### src/rtl/ptag_tlb_pkg.sv
package ptag_tlb_pkg;
    typedef enum logic [1:0] {
        VSEL_MATCH = 2'd0,
        VSEL_FREE  = 2'd1,
        VSEL_RR    = 2'd2
    } vsel_e;
endpackage

### src/rtl/ptag_tlb_match.sv
module ptag_tlb_match #(
    parameter int TAG_W = 18,
    parameter int PID_W = 8,
    parameter int PPN_W = 20,
    parameter int WAYS  = 4,
    parameter int WAY_W = 2
) (
    input  logic [WAYS-1:0]            vld,
    input  logic [WAYS-1:0][TAG_W-1:0] tags,
    input  logic [WAYS-1:0][PID_W-1:0] pids,
    input  logic [WAYS-1:0][PPN_W-1:0] ppns,
    input  logic [TAG_W-1:0]           q_tag,
    input  logic [PID_W-1:0]           q_pid,
    output logic                       any,
    output logic [WAY_W-1:0]           way,
    output logic [PPN_W-1:0]           ppn
);
    logic [WAYS-1:0] eq;

    for (genvar w = 0; w < WAYS; w++) begin : g_cmp
        assign eq[w] = vld[w] && (tags[w] == q_tag) && (pids[w] == q_pid);
    end

    assign any = |eq;

    // lowest matching way wins
    always_comb begin
        way = '0;
        ppn = '0;
        for (int w = WAYS - 1; w >= 0; w--) begin
            if (eq[w]) begin
                way = WAY_W'(w);
                ppn = ppns[w];
            end
        end
    end
endmodule

### src/rtl/ptag_tlb_victim.sv
module ptag_tlb_victim #(
    parameter int WAYS  = 4,
    parameter int WAY_W = 2
) (
    input  logic [WAYS-1:0]  vld,
    input  logic [WAY_W-1:0] rr,
    output logic [WAY_W-1:0] victim,
    output logic             set_full
);
    assign set_full = &vld;

    always_comb begin
        victim = rr;
        for (int w = WAYS - 1; w >= 0; w--) begin
            if (!vld[w]) victim = WAY_W'(w);
        end
    end
endmodule

### src/rtl/ptag_tlb.sv
module ptag_tlb
    import ptag_tlb_pkg::*;
#(
    parameter int VPN_W = 20,
    parameter int OFF_W = 12,
    parameter int PPN_W = 20,
    parameter int PID_W = 8,
    parameter int IDX_W = 2,
    parameter int WAYS  = 4
) (
    input  logic                   clk,
    input  logic                   rst_n,
    input  logic                   lk_valid,
    input  logic [VPN_W+OFF_W-1:0] lk_vaddr,
    input  logic [PID_W-1:0]       lk_pid,
    output logic                   hit,
    output logic [PPN_W+OFF_W-1:0] paddr,
    output logic                   miss_req,
    output logic [VPN_W-1:0]       miss_vpn,
    input  logic                   fill_valid,
    input  logic [VPN_W-1:0]       fill_vpn,
    input  logic [PID_W-1:0]       fill_pid,
    input  logic [PPN_W-1:0]       fill_ppn,
    input  logic                   flush
);
    localparam int SETS  = 1 << IDX_W;
    localparam int TAG_W = VPN_W - IDX_W;
    localparam int VA_W  = VPN_W + OFF_W;
    localparam int WAY_W = (WAYS > 1) ? $clog2(WAYS) : 1;

    logic [SETS-1:0][WAYS-1:0]  vld_q;
    logic [WAYS-1:0][TAG_W-1:0] tag_q [SETS];
    logic [WAYS-1:0][PID_W-1:0] pid_q [SETS];
    logic [WAYS-1:0][PPN_W-1:0] ppn_q [SETS];
    logic [WAY_W-1:0]           rr_q  [SETS];

    // lookup path
    logic [VPN_W-1:0] lk_vpn;
    logic [IDX_W-1:0] lk_idx;
    logic             lk_any;
    logic [WAY_W-1:0] lk_way;
    logic [PPN_W-1:0] lk_ppn;

    assign lk_vpn = lk_vaddr[VA_W-1:OFF_W];
    assign lk_idx = lk_vpn[IDX_W-1:0];

    ptag_tlb_match #(
        .TAG_W(TAG_W), .PID_W(PID_W), .PPN_W(PPN_W), .WAYS(WAYS), .WAY_W(WAY_W)
    ) u_lk_match (
        .vld  (vld_q[lk_idx]),
        .tags (tag_q[lk_idx]),
        .pids (pid_q[lk_idx]),
        .ppns (ppn_q[lk_idx]),
        .q_tag(lk_vpn[VPN_W-1:IDX_W]),
        .q_pid(lk_pid),
        .any  (lk_any),
        .way  (lk_way),
        .ppn  (lk_ppn)
    );

    assign hit      = lk_valid && lk_any;
    assign miss_req = lk_valid && !lk_any;
    assign miss_vpn = lk_vpn;
    assign paddr    = {lk_ppn, lk_vaddr[OFF_W-1:0]};

    // refill path
    logic [IDX_W-1:0] f_idx;
    logic             f_any;
    logic [WAY_W-1:0] f_way;
    logic [PPN_W-1:0] f_old_ppn;
    logic [WAY_W-1:0] f_victim;
    logic             f_full;
    logic [WAY_W-1:0] wr_way;
    logic             do_fill;
    vsel_e            vsel;

    assign f_idx = fill_vpn[IDX_W-1:0];

    ptag_tlb_match #(
        .TAG_W(TAG_W), .PID_W(PID_W), .PPN_W(PPN_W), .WAYS(WAYS), .WAY_W(WAY_W)
    ) u_fill_match (
        .vld  (vld_q[f_idx]),
        .tags (tag_q[f_idx]),
        .pids (pid_q[f_idx]),
        .ppns (ppn_q[f_idx]),
        .q_tag(fill_vpn[VPN_W-1:IDX_W]),
        .q_pid(fill_pid),
        .any  (f_any),
        .way  (f_way),
        .ppn  (f_old_ppn)
    );

    ptag_tlb_victim #(.WAYS(WAYS), .WAY_W(WAY_W)) u_victim (
        .vld     (vld_q[f_idx]),
        .rr      (rr_q[f_idx]),
        .victim  (f_victim),
        .set_full(f_full)
    );

    assign do_fill = fill_valid && !flush;

    always_comb begin
        if (f_any)       vsel = VSEL_MATCH;
        else if (f_full) vsel = VSEL_RR;
        else             vsel = VSEL_FREE;
        unique case (vsel)
            VSEL_MATCH: wr_way = f_way;
            VSEL_FREE:  wr_way = f_victim;
            VSEL_RR:    wr_way = rr_q[f_idx];
            default:    wr_way = f_victim;
        endcase
    end

    always_ff @(posedge clk) begin
        if (!rst_n) begin
            vld_q <= '0;
            for (int s = 0; s < SETS; s++) rr_q[s] <= '0;
        end else if (flush) begin
            vld_q <= '0;
        end else if (fill_valid) begin
            vld_q[f_idx][wr_way] <= 1'b1;
            if (vsel == VSEL_RR) begin
                rr_q[f_idx] <= (rr_q[f_idx] == WAY_W'(WAYS - 1)) ? '0 : rr_q[f_idx] + 1'b1;
            end
        end
    end

    always_ff @(posedge clk) begin
        if (do_fill) begin
            tag_q[f_idx][wr_way] <= fill_vpn[VPN_W-1:IDX_W];
            pid_q[f_idx][wr_way] <= fill_pid;
            ppn_q[f_idx][wr_way] <= fill_ppn;
        end
    end

    logic unused_ok;
    assign unused_ok = ^{lk_way, f_old_ppn};
endmodule

### config.mk
export PLATFORM = sky130hd
export DESIGN_NAME = ptag_tlb
export DESIGN_NICKNAME = d
export VERILOG_FILES = /design/src/rtl/ptag_tlb_pkg.sv /design/src/rtl/ptag_tlb_match.sv /design/src/rtl/ptag_tlb_victim.sv /design/src/rtl/ptag_tlb.sv
export SDC_FILE = /design/constraint.sdc
export NUM_CORES = 1
export LEC_CHECK = 0
export ABC_CLOCK_PERIOD_IN_PS = 8420
export BUFFER_PORTS_ARGS = -buffer_cell sky130_fd_sc_hd__buf_2
export CORE_MARGIN = 3
export CORE_UTILIZATION = 50
export DETAILED_ROUTE_END_ITERATION = 8
export PLACE_DENSITY = 0.67
export REMOVE_ABC_BUFFERS = 1
export SETUP_SLACK_MARGIN = 0.15
export SYNTH_ARGS = -nofsm -noshare
export SYNTH_HDL_FRONTEND = slang
export SYNTH_SLANG_ARGS = --single-unit
### constraint.sdc
create_clock -name clk -period 8.42 [get_ports clk]
set_input_delay 0.842 -clock clk [delete_from_list [all_inputs] [get_ports clk]]
set_output_delay 0.842 -clock clk [all_outputs]
set_load 0.01 [all_outputs]
==> summary.md <==
| Metric | Value |
|---|---|
| Register area share after synthesis | `0.651` |
| Worst-path clk slew | `0.05 ns` |
| CTS Sinks | `760` |
| Total grt overflow | `0` |
| CTS root buffer | `clkbuf_16` |
| Layout Nets | `between 2000 and 2500` |
| Async set-reset flop share out of synthesis | `0` |
| DR top layer | `met5` |
| PortBufs | `roughly 120` |
| Worst EP arrival | `roughly 5.4 ns` |
| Hold Vio Cnt, Final | `0` |
| Measured slew at the worst slew-check pin | `between 1 and 1.5 ns` |
| Die Y | `270 um` |
| Hold Crit Class | `reg2reg` |
| Status | `completed` |
| DRC | `0` |
| DR vias | `between 15000 and 20000` |
| Max Root-Sink Buffers | `3` |
| Fillers | `roughly 5300` |
| Core ar. | `68700 um^2` |
| NetSw | `between 0.0015 and 0.002 W` |
| P_leak | `12.5 nW` |
| H-tree levels | `3` |
| Die W | `270 um` |
| Hold path depth | `2` |
| Register Area | `around 23000 um^2` |
| Reg power frac | `0.503` |
| Final core utilization | `0.562` |
| Hold buffer count at CTS | `0` |
| Setup_tns | `0 ns` |
| CTS tree | `done` |
| Overall routing resource usage | `0.252` |
| Period utilization | `0.743` |
| Starting Density | `0.506` |
| Area growth from synthesis to layout | `11.1%` |
| I/O pin count | `147` |
| Total of max-cap violations | `0` |
| Yosys warns | `0` |
| Fin Hold WS | `about 0.47 ns` |
| Routed length on met1 | `37400 um` |
| R2R cell count | `9` |
| Sw frac | `0.216` |
| Setup repair bufs after CTS | `0` |
| Synthesized flop and latch total | `760` |
| F_max | `between 0.15 and 0.2 GHz` |
| Largest net degree at the start of global routing | `between 100 and 150` |
| Post-DRT Antenna Nets | `0` |
| Met2 WL | `43500 um` |
| GPL Wtd Cong | `approximately 0.94` |
| Final Total Pwr | `a little over 0.008 W` |
| Internal power | `around 0.0065 W` |
| Post-route minimum period | `about 6.3 ns` |
| Setup violations, final | `0` |
| Hold endpoint | `vld_q[8]` |
| Logic pwr share | `0.072` |
| Vias in the first global route | `about 19000` |
| Slew headroom | `0.235` |
| Die Area | `slightly above 70000 um^2` |
| Required time of the critical path | `between 7 and 8 ns` |
| Clock share of power | `0.425` |
| Wire per inst | `about 30 um` |
| FP Rows | `96` |
| CP max FO | `79` |
| Maximum VDD drop | `between 0.2 and 0.25 mV` |
| Antenna violations before repair | `5` |
| Post-CTS sizing | `0` |
| Slew Limit Fails | `0` |
| Clock skew | `around 0.03 ns` |
| First-pass GRT wire length | `around 130000 um` |
| Worst r2r src | `tag_q[3][47]` |
| Met3 wire len | `~7300 um` |
| Slack of the critical path | `~2.2 ns` |
| Worst slack, placed | `~2 ns` |
| R2R Path End | `ppn_q[1][52]` |
| Synthesized cell area | `34800 um^2` |
| Drt pass-1 iters | `6` |
| Synthesized instance count | `approximately 1900` |
| Num CTS Buffers | `a little under 80` |
| Estimated wirelength of the detail-placed design | `between 50000 and 60000 um` |
| Count of cell types in the netlist | `slightly below 70` |
| Multi-input gate area | `around 11000 um^2` |
| Mapped Avg Cell Area | `roughly 18 um^2` |
| Crit start category | `input port` |
| Pwr dens | `between 200 and 250 nW/um^2` |
| Ys flop type | `edfxtp_1` |
| Vias/cell | `6.32` |
| EDFF count, synth | `between 700 and 800` |
| Share of cells above drive strength 1 | `0.270` |
| R2r setup slk | `about 4 ns` |
| CP endpoint kind | `primary output` |
| Kind of critical path | `in2out` |
| Final wirelength | `approximately 90000 um` |
| 1st-iter DRT viols | `between 2000 and 2500` |
| Skew-Pair Late Insertion Delay | `a little over 0.6 ns` |
| RSZ-0062 raised after global routing | `false` |
| Hold_sp | `vld_q[8]` |
## per-layer routing
metal  global-route usage  up-vias
met5                    0        -
met1                0.354    10100
met3               0.0530      162
li1                     -     7964
met4               0.0819        6
met2                0.397      832
## state kept, by name, indices dropped and copies added, names as in the netlist
signal  flops
rr_q        8
pid_q     128
vld_q      16
ppn_q     320
tag_q     288
## how the worst max path moves through the flow
stage / startpoint / to / depth (start not counted)
2_1_floorplan: fill_vpn[0] / pid_q[2][10] / 8
3_3_place_gp: lk_vaddr[12] / hit / 10
3_5_place_dp: lk_vaddr[12] / hit / 10
4_1_cts: lk_vaddr[12] / hit / 10
5_1_grt: lk_vaddr[12] / paddr[18] / 10
6_report: lk_vaddr[12] / hit / 10
## synthesized netlist by cell type, types with 7 or more instances
cell type / number / area [um^2]
buf_6: 15 / 169
clkbuf_1: 67 / 251
mux4_2: 247 / 5560
nor2_1: 26 / 97.6
buf_1: 10 / 37.5
mux2_2: 12 / 135
o21ai_0: 52 / 260
a22o_1: 7 / 61.3
buf_2: 22 / 110
nor3_1: 25 / 125
nand2_1: 47 / 176
or2_0: 19 / 119
xnor2_1: 150 / 1310
xor2_1: 62 / 543
a21oi_1: 13 / 65.1
nand3_1: 11 / 55.1
edfxtp_1: 744 / 22300
o22ai_1: 25 / 156
nand4_1: 40 / 250
dfxtp_1: 16 / 320
o21ai_1: 7 / 35.0
mux2i_1: 97 / 971
inv_1: 49 / 184
nor4_1: 18 / 113
a21boi_1: 19 / 143
buf_4: 40 / 300
## kinds of logic (layout without fill, tap and decap cells)
logic type / after synthesis / after routing / synth area share
flops: 760 / 760 / 0.651
mux: 356 / 356 / 0.192
simple gates: 228 / 228 / 0.0363
xor+xnor: 212 / 212 / 0.0534
buf+inv: 209 / 347 / 0.0322
compound gates: 177 / 177 / 0.0351
other cells: 0 / 3 / 0
## power by group through the flow
stage	sequential [W]	clock [W]	combinational (W)
after floorplan	0.00426	0	0.000281
after global placement	0.00426	0	0.000591
after detailed placement	0.00426	0	0.000595
after CTS	0.00418	0.00359	0.000598
after global routing	0.00418	0.00374	0.000632
final	0.00418	0.00353	0.000598
## area by class of cell
| cell class | count | share of cell area |
|---|---|---|
| inverter | 51 | 0.00495 |
| timing repair buffer | 160 | 0.0240 |
| clock inverter | 41 | 0.0141 |
| antenna | 3 | 0.000194 |
| clock buffer | 95 | 0.0527 |
| sequential | 760 | 0.586 |
| tap | 931 | 0.0301 |
| multi-input combinational | 973 | 0.287 |
## metrics by stage
| stage | cells | area, um^2 |
|---|---|---|
| 6_report | 3014 | 38600 |
| 5_1_grt | 3011 | 38600 |
| 4_1_cts | 3011 | 38600 |
| 3_5_place_dp | 2875 | 36100 |
| 3_3_place_gp | 2875 | 36100 |
| 2_1_floorplan | 1784 | 33900 |
## cell usage in the layout, fill, tap and decap left out, drive strengths merged, types with 5 or more instances in the layout
cell	count
a21boi	19
a21oi	13
a22o	7
a2bb2oi	6
a31oi	6
and2	6
buf	160
bufinv	13
clkbuf	95
clkinv	27
dfxtp	16
edfxtp	744
inv	51
mux2	12
mux2i	97
mux4	247
nand2	47
nand2b	6
nand3	11
nand4	42
nor2	26
nor2b	5
nor3	25
nor4	19
o21ai	59
o22ai	25
o31ai	6
or2	22
or3	5
xnor2	150
xor2	62
## critical path: stages
cell,delay [ns]
buf_8,0.63
buf_4,0.68
mux4_2,0.62
xnor2_1,0.27
nand4_1,0.18
nor4_1,0.67
nand2_2,0.75
nand4_1,0.35
and2_1,0.15
buf_2,0.12
(Power assumes the default switching activity.)
